--- src/rtl/led_ser_pkg.sv ---
// Package: shared frame type and constants for the serial LED status shifter.
// Assumes an eight-port hub; the frame layout is fixed by the LED driver.
package led_ser_pkg;

    localparam int PORTS   = 8;
    localparam int FRAME_W = 24;
    localparam int HI_REP  = 5;   // ports 3..7 repeated in the upper partition field

    typedef logic [FRAME_W-1:0] led_frame_t;

    // Frame layout: bit 0 is sent first. Packed structs list the MSB first.
    typedef struct packed {
        logic [PORTS-1:0]  rx_act;    // bits 23:16
        logic [HI_REP-1:0] part_rep;  // bits 15:11
        logic              mem_fail;  // bit 10
        logic              col_fast;  // bit 9
        logic              col_slow;  // bit 8
        logic [PORTS-1:0]  part;      // bits 7:0
    } led_frame_s;

endpackage

--- src/rtl/led_frame_pack.sv ---
// Module: led_frame_pack
// Maps the status inputs onto the fixed 24-bit LED frame. This module is purely
// combinational. It assumes that the status inputs are already synchronous to clk.
module led_frame_pack
    import led_ser_pkg::*;
(
    input  logic [PORTS-1:0] part,
    input  logic [PORTS-1:0] rx_act,
    input  logic             col_slow,
    input  logic             col_fast,
    input  logic             mem_fail,
    output led_frame_t       frame
);

    led_frame_s fs;

    // Place each status field at its position in the frame.
    always_comb begin
        fs.part     = part;
        fs.col_slow = col_slow;
        fs.col_fast = col_fast;
        fs.mem_fail = mem_fail;
        fs.part_rep = part[PORTS-1:PORTS-HI_REP];
        fs.rx_act   = rx_act;
        frame       = led_frame_t'(fs);
    end

endmodule

--- src/rtl/led_refresh_timer.sv ---
// Module: led_refresh_timer
// Free-running counter that pulses tick once every REFRESH_CLKS clocks.
// After reset the counter starts from zero, so the first tick arrives after
// one full interval.
module led_refresh_timer #(
    parameter int REFRESH_CLKS = 2_100_000,
    localparam int CNT_W = (REFRESH_CLKS > 1) ? $clog2(REFRESH_CLKS) : 1
) (
    input  logic             clk,
    input  logic             rst_n,
    output logic             tick,
    output logic [CNT_W-1:0] cnt
);

    localparam logic [CNT_W-1:0] LAST = CNT_W'(REFRESH_CLKS - 1);

    // Decode the last count of the interval.
    always_comb tick = (cnt == LAST);

    // Count, wrapping to zero at the end of each interval.
    always_ff @(posedge clk) begin
        if (!rst_n)    cnt <= '0;
        else if (tick) cnt <= '0;
        else           cnt <= cnt + 1'b1;
    end

endmodule

--- src/rtl/led_serial_shifter.sv ---
// Module: led_serial_shifter
// On start it captures a frame and shifts it out least significant bit first.
// Each bit lasts CLKS_PER_BIT clocks: the serial clock is low for the first
// half and high for the second half. Data changes when the serial clock goes low.
// A start pulse that arrives while a burst is in progress is ignored.
// Assumes that CLKS_PER_BIT is even and at least 2.
module led_serial_shifter #(
    parameter int CLKS_PER_BIT = 8,
    parameter int FRAME_W      = 24,
    localparam int PH_W  = $clog2(CLKS_PER_BIT),
    localparam int IDX_W = $clog2(FRAME_W)
) (
    input  logic               clk,
    input  logic               rst_n,
    input  logic               start,
    input  logic [FRAME_W-1:0] frame,
    output logic               ser_clk,
    output logic               ser_data,
    output logic               busy,
    output logic [IDX_W-1:0]   bit_idx
);

    localparam logic [PH_W-1:0]  PH_RISE = PH_W'(CLKS_PER_BIT / 2 - 1);
    localparam logic [PH_W-1:0]  PH_LAST = PH_W'(CLKS_PER_BIT - 1);
    localparam logic [IDX_W-1:0] IDX_END = IDX_W'(FRAME_W - 1);

    logic [PH_W-1:0]    phase;
    logic [FRAME_W-1:0] shreg;
    logic               bit_end;

    // Mark the last system clock of the current bit.
    always_comb bit_end = busy && (phase == PH_LAST);

    // Track the phase within a bit and the index of the current bit.
    always_ff @(posedge clk) begin
        if (!rst_n) begin
            busy    <= 1'b0;
            phase   <= '0;
            bit_idx <= '0;
        end else if (!busy) begin
            if (start) begin
                busy    <= 1'b1;
                phase   <= '0;
                bit_idx <= '0;
            end
        end else if (bit_end) begin
            phase <= '0;
            if (bit_idx == IDX_END) busy <= 1'b0;
            else                    bit_idx <= bit_idx + 1'b1;
        end else begin
            phase <= phase + 1'b1;
        end
    end

    // Hold the captured frame and advance it at each bit boundary.
    always_ff @(posedge clk) begin
        if (!rst_n)                                  shreg <= '0;
        else if (!busy && start)                     shreg <= frame;
        else if (bit_end && (bit_idx != IDX_END))    shreg <= shreg >> 1;
    end

    // Drive the serial clock: high in the second half of each bit.
    always_ff @(posedge clk) begin
        if (!rst_n)                          ser_clk <= 1'b0;
        else if (busy && phase == PH_RISE)   ser_clk <= 1'b1;
        else if (bit_end)                    ser_clk <= 1'b0;
    end

    // Drive the data line: load the first bit at start, then the next bit when
    // the clock falls; keep the value between bursts.
    always_ff @(posedge clk) begin
        if (!rst_n)                               ser_data <= 1'b0;
        else if (!busy && start)                  ser_data <= frame[0];
        else if (bit_end && (bit_idx != IDX_END)) ser_data <= shreg[1];
    end

endmodule

--- src/rtl/led_status_serializer.sv ---
// Module: led_status_serializer (top)
// Sends the hub status frame over a gated serial clock and data line once per
// refresh interval. Assumes a 50 MHz clk, status inputs synchronous to clk, and
// a refresh interval longer than one burst.
module led_status_serializer
    import led_ser_pkg::*;
#(
    parameter int REFRESH_CLKS = 2_100_000,
    parameter int CLKS_PER_BIT = 8
) (
    input  logic             clk,
    input  logic             rst_n,
    input  logic [PORTS-1:0] port_partition,
    input  logic [PORTS-1:0] port_rx_act,
    input  logic             col_slow,
    input  logic             col_fast,
    input  logic             mem_fail,
    output logic             led_clk,
    output logic             led_data
);

    localparam int CNT_W = (REFRESH_CLKS > 1) ? $clog2(REFRESH_CLKS) : 1;
    localparam int IDX_W = $clog2(FRAME_W);

    // Reject parameter values that would make bursts overlap or give an uneven bit.
    if (REFRESH_CLKS <= CLKS_PER_BIT * FRAME_W) begin : g_bad_refresh
        $error("REFRESH_CLKS must exceed one burst length");
    end
    if ((CLKS_PER_BIT < 2) || (CLKS_PER_BIT % 2 != 0)) begin : g_bad_bit
        $error("CLKS_PER_BIT must be even and at least 2");
    end

    led_frame_t       frame;
    logic             tick;
    logic [CNT_W-1:0] ref_cnt;
    logic             busy;
    logic [IDX_W-1:0] bit_idx;

    led_frame_pack u_pack (
        .part     (port_partition),
        .rx_act   (port_rx_act),
        .col_slow (col_slow),
        .col_fast (col_fast),
        .mem_fail (mem_fail),
        .frame    (frame)
    );

    led_refresh_timer #(.REFRESH_CLKS(REFRESH_CLKS)) u_timer (
        .clk   (clk),
        .rst_n (rst_n),
        .tick  (tick),
        .cnt   (ref_cnt)
    );

    led_serial_shifter #(.CLKS_PER_BIT(CLKS_PER_BIT), .FRAME_W(FRAME_W)) u_shift (
        .clk      (clk),
        .rst_n    (rst_n),
        .start    (tick),
        .frame    (frame),
        .ser_clk  (led_clk),
        .ser_data (led_data),
        .busy     (busy),
        .bit_idx  (bit_idx)
    );

endmodule

--- config.mk ---
export PLATFORM = sky130hd
export DESIGN_NAME = led_status_serializer
export DESIGN_NICKNAME = d
export VERILOG_FILES = /design/src/rtl/led_ser_pkg.sv /design/src/rtl/led_frame_pack.sv /design/src/rtl/led_refresh_timer.sv /design/src/rtl/led_serial_shifter.sv /design/src/rtl/led_status_serializer.sv
export SDC_FILE = /design/constraint.sdc
export NUM_CORES = 1
export LEC_CHECK = 0
export BUFFER_PORTS_ARGS = -buffer_cell sky130_fd_sc_hd__buf_2
export CAP_MARGIN = 20
export CORE_UTILIZATION = 50
export DETAILED_ROUTE_END_ITERATION = 6
export HOLD_SLACK_MARGIN = 0.15
export PLACE_DENSITY = 0.69
export RECOVER_POWER = 50
export SLEW_MARGIN = 10
export SYNTH_ARGS = -nofsm -noshare
export SYNTH_HDL_FRONTEND = slang
export SYNTH_SLANG_ARGS = --single-unit
--- constraint.sdc ---
create_clock -name clk -period 2.6 [get_ports clk]
set_clock_uncertainty 0.15 [all_clocks]
set_input_delay 0.65 -clock clk [delete_from_list [all_inputs] [get_ports clk]]
set_output_delay 0.65 -clock clk [all_outputs]
set_load 0.01 [all_outputs]
==> out/qor.csv <==
stage,metric,value,unit
final_layout,Nets,357,
sta,Setup TNS,0,ns
power_and_ir_drop,power per cell area,482.3,nW/um2
routing,Vias/cell,5.679,
placement,Post-Place Setup Slack,0.3600,ns
critical_path,worst-path fanout max,16,
critical_path,worst-case reg-to-reg path depth,5,
final_layout,ANT cells,0,
synth,Syn Area/Cell,8.467,um2
synth,syn_nets,339,
synth,sequential area share after synthesis,42.30,%
sta,Tcrit/Tclk final,90.07,%
power_and_ir_drop,internal power,1.081,mW
routing,number of iterations in the first detailed-routing pass,4,
sta,Worst Tran Pin Value,0.5772,ns
critical_path,FF-to-FF End,u_shift.shreg[12],
synth,ys flop type,dfxtp_1,
clock_network,CTS max path bufs,2,
power_and_ir_drop,Leak Pwr,0.9347,nW
critical_path,CP Capture Type,register,
grt,largest net degree at the start of global routing,22,
power_and_ir_drop,Peak VDD IR,0.2616,mV
sta,# setup viols final,0,
power_and_ir_drop,Net Switching,0.3252,mW
clock_network,CTS Buf Count,5,
sta,final slew viol count,0,
synth,Post-synth ARST share,0,%
floorplan,FP Rows,26,
clock_network,Post-CTS Hold Buffers,0,
clock_network,htree depth,2,
final_layout,"commonest non-fill, non-tap cell in the layout",dfxtp_1,
clock_network,"CTS clk-pin slew, worst paths",0.11,ns
floorplan,die footprint,5595,um2
synth,#FFs+latches synth,56,
sta,final worst slack,0.2583,ns
synth,post-synth cell types,39,
sta,RSZ-0062 raised after global routing,no,
placement,port bufs,22,
grt,vias in the first global route,1993,
floorplan,CORE AREA,5107,um2
floorplan,Starting Density,51.89,%
power_and_ir_drop,Gate power share,3.5,%
routing,number of remaining DRC errors,0,
critical_path,kind of critical path,register to register,
synth,Syn Inst Count,313,
sta,final worst path period need,2.342,ns
routing,final WL,5660,um
sta,Highest Clock Rate,427.0,MHz
clock_network,post-CTS setup repair buffer count,0,
final_layout,Area Growth Syn to Fin,10.01,%
worst_hold_path,Hold/Removal Path Class,register to register,
final_layout,final core area utilization,57.08,%
power_and_ir_drop,Seq pwr share,61.6,%
synth,Ys Warns,0,
floorplan,IO Count,23,
grt,initial antenna violation count,0,
critical_path,crit path launch,u_timer.cnt[2],
routing,Post-DRT Antenna Nets,0,
floorplan,DIE WIDTH,74.80,um
sta,worst relative slew slack,60.98,%
clock_network,# clock sinks,56,
critical_path,Worst Path Arrival,2.39,ns
routing,vias,2283,
critical_path,R2R Path Start,u_timer.cnt[2],
placement,Final GP Congestion,0.7774,
grt,global-route wire length before repair,9177,um
clock_network,Resize count post-CTS,0,
final_layout,most frequent cells in the layout,"dfxtp_1, nand3_1, a21oi_1",
power_and_ir_drop,sw frac,23.13,%
grt,All-Layer GR Usage,21.15,%
routing,Routed WL per cell,14.08,um
critical_path,worst reg2reg setup slack,0.26,ns
critical_path,Worst EP required,2.64,ns
clock_network,Root Buffer,clkbuf_8,
clock_network,CTS tree,built,
grt,total gr overflow,0,
power_and_ir_drop,Clock Power Share,35.0,%
clock_network,worst-skew pair later-pin latency,0.31,ns
synth,Mapped Area,2650,um2
final_layout,fraction of layout cells with a size suffix above 1,12.65,%
critical_path,Critical Path End,u_shift.shreg[12],
critical_path,Critical Path Source Type,register,
outcome,status,"complete, no violations",
synth,Post-synth EDFFs,0,
flow_run,max-cap violation count,0,
sta,final-report hold violation count,0,
routing,initial drt markers,194,
placement,dpl hpwl,4037,um
floorplan,die span in y,74.80,um
## metal layers
| metal | part of all wire [%] | global-route usage [%] |
|---|---|---|
| met1 | 48 | 27.80 |
| met2 | 49 | 35.34 |
| met3 | 2.6 | 3.213 |
| met4 | 0.81 | 7.547 |
| met5 | 0 | 0 |
## sequential cells by signal (all words and copies together) (netlist names)
register and flops:
u_shift.shreg 24, u_timer.cnt 22, u_shift.bit_idx 5, u_shift.phase 3, u_shift.busy 1, u_shift.ser_clk 1
## final cells by class
cell class,count,area (um2)
flip-flops and latches,56,1121
clock inverters,3,25.02
fillers,504,2192
clock buffers,5,68.82
well taps,70,87.58
inverters,8,30.03
multi-input cells,227,1405
repair buffers,33,177.7
## logic make-up after synthesis
kind of cell    share of synthesized area, %
mux                                    3.777
flops                                  42.30
xor+xnor                               3.966
compound gates                         18.84
buf+inv                                4.768
fa+ha+maj                              2.361
simple gates                           23.98
## metrics by stage
step	hold slack, ns	total power, mW	instances	instance area, um2
2_1_floorplan	0.2916	0.9115	313	2650
5_1_grt	0.3579	1.466	402	2915
3_3_place_gp	0.3058	0.9352	394	2836
6_report	0.3227	1.406	402	2915
4_1_cts	0.3240	1.419	402	2930
3_5_place_dp	0.3141	0.9350	394	2836
## power groups by stage
stage	Clock, mW	Combinational (mW)	Sequential [mW]
floorplan	0	0.0268	0.885
global placement	0	0.0498	0.885
detailed placement	0	0.0495	0.885
CTS	0.503	0.0498	0.866
global route	0.545	0.0550	0.867
finish	0.491	0.0491	0.866
## critical path: stages (launching register included)
cell	delay [ns]
dfxtp_1	0.42
nand3_2	0.21
or4b_1	0.68
clkbuf_2	0.31
o31ai_1	0.38
a21oi_1	0.08
## Yosys cell counts (10+ instances only)
master / n / area, um2
a21oi_1: 26 / 130.1
a31oi_1: 12 / 75.07
and3_1: 11 / 68.82
clkbuf_1: 15 / 56.30
dfxtp_1: 56 / 1121
mux2i_1: 10 / 100.1
nand2_1: 24 / 90.09
nand3_1: 29 / 145.1
nor2_1: 17 / 63.81
o211ai_1: 14 / 105.1
o21ai_0: 14 / 70.07
or3_1: 10 / 62.56
## worst min-delay path by stage
stage | from | endpoint | slack, ns | cells after the start
floorplan | u_timer.cnt[0] | u_timer.cnt[0] | 0.29 | 1
global placement | u_shift.shreg[2] | u_shift.shreg[1] | 0.31 | 2
detailed placement | u_timer.cnt[0] | u_timer.cnt[0] | 0.31 | 1
CTS | u_shift.shreg[18] | u_shift.shreg[17] | 0.32 | 2
global route | u_shift.shreg[18] | u_shift.shreg[17] | 0.36 | 2
finish | u_shift.shreg[18] | u_shift.shreg[17] | 0.32 | 2
(Power assumes the default switching activity.)
